===== config.mk =====
export PLATFORM = sky130hd
export DESIGN_NAME = dbell_unit
export DESIGN_NICKNAME = d
export VERILOG_FILES = /design/src/rtl/dbell_pkg.sv /design/src/rtl/dbell_decode.sv /design/src/rtl/dbell_cpu_bank.sv /design/src/rtl/dbell_unit.sv
export SDC_FILE = /design/constraint.sdc
export NUM_CORES = 1
export LEC_CHECK = 0
export ABC_AREA = 1
export BUFFER_PORTS_ARGS = -buffer_cell sky130_fd_sc_hd__buf_2
export CORE_ASPECT_RATIO = 0.75
export CORE_MARGIN = 3
export CORE_UTILIZATION = 55
export DETAILED_ROUTE_END_ITERATION = 7
export PLACE_DENSITY = 0.81
export SYNTH_ARGS = -nofsm -noshare
export SYNTH_HDL_FRONTEND = slang
export SYNTH_SLANG_ARGS = --single-unit

===== constraint.sdc =====
create_clock -name clk -period 1.52 [get_ports clk]
set_input_delay 0.152 -clock clk [delete_from_list [all_inputs] [get_ports clk]]
set_output_delay 0.152 -clock clk [all_outputs]
set_load 0.005 [all_outputs]

===== src/rtl/dbell_pkg.sv =====
package dbell_pkg;

    // Register byte offsets; software depends on these values.
    localparam logic [7:0] OFS_RING  = 8'h04;
    localparam logic [7:0] OFS_CAUSE = 8'h08;
    localparam logic [7:0] OFS_MASK  = 8'h0C;

    // First bit of the target-core bitmap inside a ring write.
    localparam int TGT_LSB = 8;

    typedef enum logic [1:0] {
        ACC_NONE  = 2'd0,
        ACC_RING  = 2'd1,
        ACC_CAUSE = 2'd2,
        ACC_MASK  = 2'd3
    } acc_kind_e;

    // Classify an offset that has been widened to 16 bits.
    function automatic acc_kind_e classify(input logic [15:0] ofs);
        if (ofs == {8'h00, OFS_RING})
            return ACC_RING;
        else if (ofs == {8'h00, OFS_CAUSE})
            return ACC_CAUSE;
        else if (ofs == {8'h00, OFS_MASK})
            return ACC_MASK;
        else
            return ACC_NONE;
    endfunction

    // Core index width that stays at least one bit.
    function automatic int idx_width(input int n);
        return (n > 1) ? $clog2(n) : 1;
    endfunction

endpackage


===== src/rtl/dbell_decode.sv =====
module dbell_decode
    import dbell_pkg::*;
#(
    parameter int NCPU   = 4,
    parameter int NBELL  = 32,
    parameter int AW     = 8,
    parameter int CPU_W  = 2,
    localparam int BELL_W = idx_width(NBELL)
) (
    input  logic                        wr,
    input  logic [AW-1:0]               addr,
    input  logic [CPU_W-1:0]            cpu,
    input  logic [BELL_W-1:0]           bell,
    input  logic [NCPU-1:0]             targets,
    output logic [NCPU-1:0][NBELL-1:0]  set_vec,
    output logic [NCPU-1:0]             cause_we,
    output logic [NCPU-1:0]             mask_we
);

    acc_kind_e kind;
    logic [NBELL-1:0] bell_onehot;

    assign kind        = classify(16'(addr));
    assign bell_onehot = NBELL'(1) << bell;

    for (genvar i = 0; i < NCPU; i++) begin : g_core
        logic hit;
        assign hit         = (int'(cpu) == i);
        assign set_vec[i]  = (wr && kind == ACC_RING && targets[i]) ? bell_onehot : '0;
        assign cause_we[i] = wr && kind == ACC_CAUSE && hit;
        assign mask_we[i]  = wr && kind == ACC_MASK && hit;
    end

endmodule


===== src/rtl/dbell_cpu_bank.sv =====
module dbell_cpu_bank #(
    parameter int NBELL = 32
) (
    input  logic             clk,
    input  logic             rst,
    input  logic [NBELL-1:0] set_vec,
    input  logic             cause_we,
    input  logic             mask_we,
    input  logic [NBELL-1:0] wdata,
    output logic [NBELL-1:0] cause_q,
    output logic [NBELL-1:0] mask_q,
    output logic             pending
);

    logic [NBELL-1:0] keep;

    // A cause write keeps only bits written as 1; a ring set is ORed last so it wins.
    assign keep = cause_we ? wdata : '1;

    always_ff @(posedge clk) begin
        if (rst) begin
            cause_q <= '0;
            mask_q  <= '0;
        end else begin
            cause_q <= (cause_q & keep) | set_vec;
            if (mask_we)
                mask_q <= wdata;
        end
    end

    assign pending = |(cause_q & mask_q);

endmodule


===== src/rtl/dbell_unit.sv =====
module dbell_unit
    import dbell_pkg::*;
#(
    parameter int NCPU  = 4,
    parameter int NBELL = 32,
    parameter int AW    = 8,
    parameter int DW    = 32,
    localparam int CPU_W  = idx_width(NCPU),
    localparam int BELL_W = idx_width(NBELL)
) (
    input  logic             clk,
    input  logic             rst,
    input  logic             bus_wr,
    input  logic [AW-1:0]    bus_addr,
    input  logic [DW-1:0]    bus_wdata,
    input  logic [CPU_W-1:0] bus_cpu,
    output logic [DW-1:0]    bus_rdata,
    output logic [NCPU-1:0]  bell_pending
);

    logic [NCPU-1:0][NBELL-1:0] set_vec;
    logic [NCPU-1:0]            cause_we;
    logic [NCPU-1:0]            mask_we;
    logic [NCPU-1:0][NBELL-1:0] cause_all;
    logic [NCPU-1:0][NBELL-1:0] mask_all;
    acc_kind_e                  rd_kind;

    dbell_decode #(
        .NCPU  (NCPU),
        .NBELL (NBELL),
        .AW    (AW),
        .CPU_W (CPU_W)
    ) u_decode (
        .wr       (bus_wr),
        .addr     (bus_addr),
        .cpu      (bus_cpu),
        .bell     (bus_wdata[BELL_W-1:0]),
        .targets  (bus_wdata[TGT_LSB +: NCPU]),
        .set_vec  (set_vec),
        .cause_we (cause_we),
        .mask_we  (mask_we)
    );

    for (genvar i = 0; i < NCPU; i++) begin : g_bank
        dbell_cpu_bank #(
            .NBELL (NBELL)
        ) u_bank (
            .clk      (clk),
            .rst      (rst),
            .set_vec  (set_vec[i]),
            .cause_we (cause_we[i]),
            .mask_we  (mask_we[i]),
            .wdata    (bus_wdata[NBELL-1:0]),
            .cause_q  (cause_all[i]),
            .mask_q   (mask_all[i]),
            .pending  (bell_pending[i])
        );
    end

    assign rd_kind = classify(16'(bus_addr));

    always_comb begin
        bus_rdata = '0;
        for (int i = 0; i < NCPU; i++) begin
            if (int'(bus_cpu) == i) begin
                if (rd_kind == ACC_CAUSE)
                    bus_rdata = DW'(cause_all[i]);
                else if (rd_kind == ACC_MASK)
                    bus_rdata = DW'(mask_all[i]);
            end
        end
    end

endmodule


## Word-level counts from Yosys, hierarchy flattened

Cells that the tools add are included.

| cells by class | value |
|---|---|
| eq/ne operators | 9 |
| shift operators | 1 |
| mux-type cells | 23 |
| bitwise gates (word level) | 12 |
| reductions and logical operators | 20 |

Operator list:

| kind | count |
|---|---|
| 32-bit two-way mux | 20 |
| 32-bit bitwise AND | 8 |
| 32-bit bitwise OR | 4 |
| 32-bit OR reduction | 4 |
| 1-bit by 5-bit << shifter with 32-bit output, first input constant | 1 |
| 8-bit by 4-bit equality test with 1-bit output, second input constant | 2 |
| 1-bit logical AND | 15 |
| 2-bit equality test, second input constant | 4 |
| 8-bit by 3-bit equality test with 1-bit output, second input constant | 1 |
| 2-bit two-way mux | 3 |
| 2-bit by 1-bit equality test with 1-bit output, second input constant | 2 |
| 2-bit zero test | 1 |

| word-level totals | value |
|---|---|
| register bits | 256 |
| output and inout port bits | 36 |

## Longest topological paths before layout

| logic depth | value |
|---|---|
| word-level depth | 17 |
| mapped depth | 12 |

## Hierarchy

A second synthesis with hierarchy kept.

| second synthesis, totals | value |
|---|---|
| cell total of the unflattened synthesis | 2198 |
| area, all modules | 14546.5 um^2 |

By module, submodules not included:

| module | times used | cells each | area an instance (um^2) | seq. area each (um^2) |
|---|---|---|---|---|
| dbell_cpu_bank | 4 | 338 | 2718.9 | 1281.2 |
| dbell_unit | 1 | 624 | 2580.0 | 0.0 |
| dbell_decode | 1 | 222 | 1091.0 | 0.0 |

## Least setup slack after synthesis

No wires, ideal clock.

| timing path | value |
|---|---|
| kind | input -> output |
| start point | input bus_addr[6] |
| end point | output bus_rdata[25] |
| arrival time | 1.250 ns |
| required time | 1.368 ns |
| path slack | 0.118 ns |
| stages | 11 |
| buffers on the path | 2 |
| cells stage by stage | inv_2 -> nand2_1 -> nor2_4 -> nand2_2 -> inv_2 -> buf_6 -> buf_6 -> nand2_1 -> o211ai_1 -> nand2_1 -> a21oi_1 |

| between the ends | value |
|---|---|
| cells in the longest elaborated chain, start to end | 17 |
| elaborated cells on any way between the ends | 20 |

RTL lines:

| what | RTL line | RTL |
|---|---|---|
| start, declared | dbell_unit.sv:14 | `input logic [AW-1:0] bus_addr,` |
| 8-bit by 4-bit equality test with 1-bit output | dbell_pkg.sv:24 | `else if (ofs == {8'h00, OFS_MASK})` |
| 2-bit two-way mux | dbell_pkg.sv:24 |  |
| 2-bit two-way mux | dbell_pkg.sv:22 | `else if (ofs == {8'h00, OFS_CAUSE})` |
| 2-bit two-way mux (*) | dbell_pkg.sv:20 | `if (ofs == {8'h00, OFS_RING})` |
| 2-bit equality test | dbell_unit.sv:68 | `else if (rd_kind == ACC_MASK)` |
| 32-bit two-way mux | dbell_unit.sv:68 |  |
| 32-bit two-way mux | dbell_unit.sv:66 | `if (rd_kind == ACC_CAUSE)` |
| 32-bit two-way mux | dbell_unit.sv:65 | `if (int'(bus_cpu) == i) begin` |
| 32-bit two-way mux | dbell_unit.sv:68 |  |
| 32-bit two-way mux | dbell_unit.sv:66 |  |
| 32-bit two-way mux | dbell_unit.sv:65 |  |
| 32-bit two-way mux | dbell_unit.sv:68 |  |
| 32-bit two-way mux | dbell_unit.sv:66 |  |
| 32-bit two-way mux | dbell_unit.sv:65 |  |
| 32-bit two-way mux | dbell_unit.sv:68 |  |
| 32-bit two-way mux | dbell_unit.sv:66 |  |
| 32-bit two-way mux (*) | dbell_unit.sv:65 |  |
| end, declared | dbell_unit.sv:17 | `output logic [DW-1:0] bus_rdata,` |

Every way passes the cells marked *; elsewhere a longest branch is shown, timed or not.

## Worst setup path after layout

| timing path | value |
|---|---|
| start point | register g_bank[2].u_bank.mask_q[5] |
| end point | output bell_pending[2] |

| between the ends | value |
|---|---|
| cells in the longest elaborated chain, start to end | 2 |

RTL lines:

| what | RTL line | RTL |
|---|---|---|
| start, declared | dbell_cpu_bank.sv:11 | `output logic [NBELL-1:0] mask_q,` |
| start signal, assigned | dbell_cpu_bank.sv:27 | `mask_q <= wdata;` |
| 32-bit bitwise AND | dbell_cpu_bank.sv:31 | `assign pending = \|(cause_q & mask_q);` |
| 32-bit OR reduction | dbell_cpu_bank.sv:31 |  |
| end, declared | dbell_unit.sv:18 | `output logic [NCPU-1:0] bell_pending` |

No other way between the ends.

==> metrics <==
worst-path cell chain nand2_1 -> nand2_1 -> a221oi_2 -> nand4_1 -> nor2_2 -> nand2_1 -> buf_2; crit path kind register to output port; # DRC 1; Seq/Total Area, Yosys ~39%; Syn. warnings 0; Initial Utilization ~57%; Cell Pwr Density about 800 nW/um^2; pre-CTS WS -0.224 ns; Final Wtd Congestion just under 1; Fin. Hold Viols 0; Worst-path clk slew about 0.060 ns; Tightest Hold Check Type input port to register; WP data arrival approximately 2.0 ns; failing checks design-rule violations, negative setup slack; input/output buffers 80; top fanout value on the critical path 2; Synth area leader dfxtp_1; Die X-Extent ~180 um; ys async rst share 0%; unrepaired setup endpoints after global routing yes; Peak Freq around 470 MHz; Mapped Cells ~1.8k; Mapped Nets between 1.5k and 2k; crit path launch type register; max-slew violation count 0; total CTS buffers 25; H-tree Lvls 1; Syn Std Cell Area ~13,000 um^2; DRT iter0 DRCs 2,594; Longest Clk Path Bufs 3; Post-Route WL approximately 53,000 um; cell repeated most along the worst path nand2_1; mean post-synth cell area a little over 7 um^2; DPL Wire Length 33,100 um; first-pass GRT wire length 77,800 um; vias in the first global route between 10k and 15k; Overall Global Routing Usage 37.8%; Peak supply drop 0.817 mV; post-synthesis register bit count 256; post-DR vias/cell 6.48; Non-Filler Instances 2,328; I/O pin total between 80 and 90; remaining antenna violation count 0; Pleak 0.00641 uW; fin crit period 2.11 ns; WP data required 1.37 ns; synth cell count leaders nand2_1 (402), dfxtp_1 (256), a21oi_1 (174); setup ws final -0.590 ns; Clock Skew 0 ns; largest net degree at the start of global routing 44; Area growth syn-to-layout 32.7%; overflow left after global routing 0; via count approximately 15k; DRT Pass-1 Iters 8; die area 25,900 um^2; Synth Flop Type dfxtp_1; post-synth cell types 32; CTS tree done; clk root buf clkbuf_16; CP Capture Type output port; Post-synth EDFFs 0; clk sinks around 260; Total Nets Final about 2k; max cap viols 0; Synth area leaders dfxtp_1 (39%), nand2_1 (11%), a211oi_2 (11%); Final setup viols 36; relative slew slack 65.3%; placed insts between 2k and 2.5k; Die Y ~140 um; num rows 48; slowest CP cell dfxtp_2; WL per Instance 22.9 um; initial antenna violation count 2; Core Area 23,200 um^2; Synth top area share between 30% and 40%; worst-margin pin slew between 0.5 and 0.6 ns; share of cells above drive strength 1 34.6%; Worst-Skew Late Latency 0.53 ns; CP max stage delay about 0.32 ns; count leader, synth nand2_1; Final period util 139%; status complete, but fails checks
[repair_timing]
item                       4_1_cts  5_1_grt
hold buffers                    14        0
pin swaps                      101       73
gates cloned                     8        2
setup endpoints to repair       36       37
hold endpoints to repair        37        0
setup buffers                   22       15
gates resized for setup        280      121
[flip-flops by register name, summed over array words and instances (netlist names)]
register	flops
g_bank.u_bank.cause_q	128
g_bank.u_bank.mask_q	128
[area by class of cell]
type	instances	area (um^2)
inverter	180	696
sequential	256	5210
timing repair buffer	296	2930
multi-input combinational	1252	7470
fill	1569	5770
antenna	2	5.00
clock inverter	2	10.0
tap	300	375
clock buffer	40	772
[worst paths after layout]
kind / from / endpoint / slack, ns / depth (start not counted)
worst max register to register: g_bank[2].u_bank.mask_q[20] / g_bank[2].u_bank.mask_q[20] / 0.62 / 5
worst min-delay path: bus_wdata[29] / g_bank[2].u_bank.mask_q[29] / 0.003 / 3
worst min register to register: g_bank[2].u_bank.mask_q[4] / g_bank[2].u_bank.mask_q[4] / 0.48 / 2
worst max-delay path: g_bank[2].u_bank.mask_q[5] / bell_pending[2] / -0.59 / 7
[stage by stage]
step | util, % | power (uW) | cell area [um^2] | setup TNS [ns] | hold slack, ns
floorplan | - | 7240 | 13200 | 0 | 0.316
global placement | 64.2 | 7730 | 14900 | -19.60 | 0.460
detailed placement | 64.2 | 7730 | 14900 | -25.93 | 0.470
CTS | 73.0 | 13800 | 17000 | -6.55 | 0.000184
global route | 75.2 | 14200 | 17500 | -9.64 | 0.0210
finish | 75.2 | 13900 | 17500 | -8.07 | 0.00308
[power breakdown]
part / switching (uW) / internal [uW]
clock: 2700 / 3440
sequential: 1.48 / 6710
combinational: 723 / 358
total: 3430 / 10500
[placed cells by master (no fill, tap or decap), types with 6 or more instances in the layout]
master / netlist / routed
o21ai_0: 83 / 28
o22ai_2: 0 / 17
buf_8: 0 / 6
o22ai_1: 46 / 25
a211oi_2: 114 / 114
clkbuf_8: 0 / 9
nand2_4: 1 / 7
nand3_2: 1 / 13
buf_2: 48 / 70
buf_16: 0 / 7
nand2_2: 4 / 33
dfxtp_1: 256 / 185
nand3_1: 47 / 32
o21ai_1: 115 / 143
dlygate4sd3_1: 0 / 14
buf_6: 5 / 34
a221oi_2: 0 / 11
nor2_1: 161 / 152
nand4_1: 46 / 46
nor2_4: 5 / 8
dfxtp_2: 0 / 71
clkbuf_16: 0 / 27
a21oi_2: 1 / 14
buf_12: 0 / 40
buf_4: 8 / 123
o21ai_2: 0 / 23
nor2_2: 4 / 10
inv_1: 173 / 139
clkbuf_1: 72 / 6
a21oi_1: 174 / 160
nand2_1: 402 / 365
o211ai_1: 13 / 13
inv_2: 7 / 36
[layer usage]
metal	vias to the layer above	global-route usage, %	part of all wire (%)
li1	6549	-	-
met1	6913	51.3	36
met2	1314	57.1	42
met3	309	9.74	16
met4	0	16.3	5.7
met5	-	0	0
[logic make-up after synthesis]
group	synth area share (%)
buffers and inverters	10.0
flip-flops	38.9
AND/OR/NAND/NOR	21.5
AO/OA/AOI/OAI	29.6
[critical path, delay by kind of cell (launching register included)]
kind / cells / cell delay (ns)
AO/OA/AOI/OAI: 1 / 0.24
buffers and inverters: 1 / 0.14
flip-flops: 1 / 0.32
AND/OR/NAND/NOR: 5 / 0.72
(Power assumes the default switching activity.)
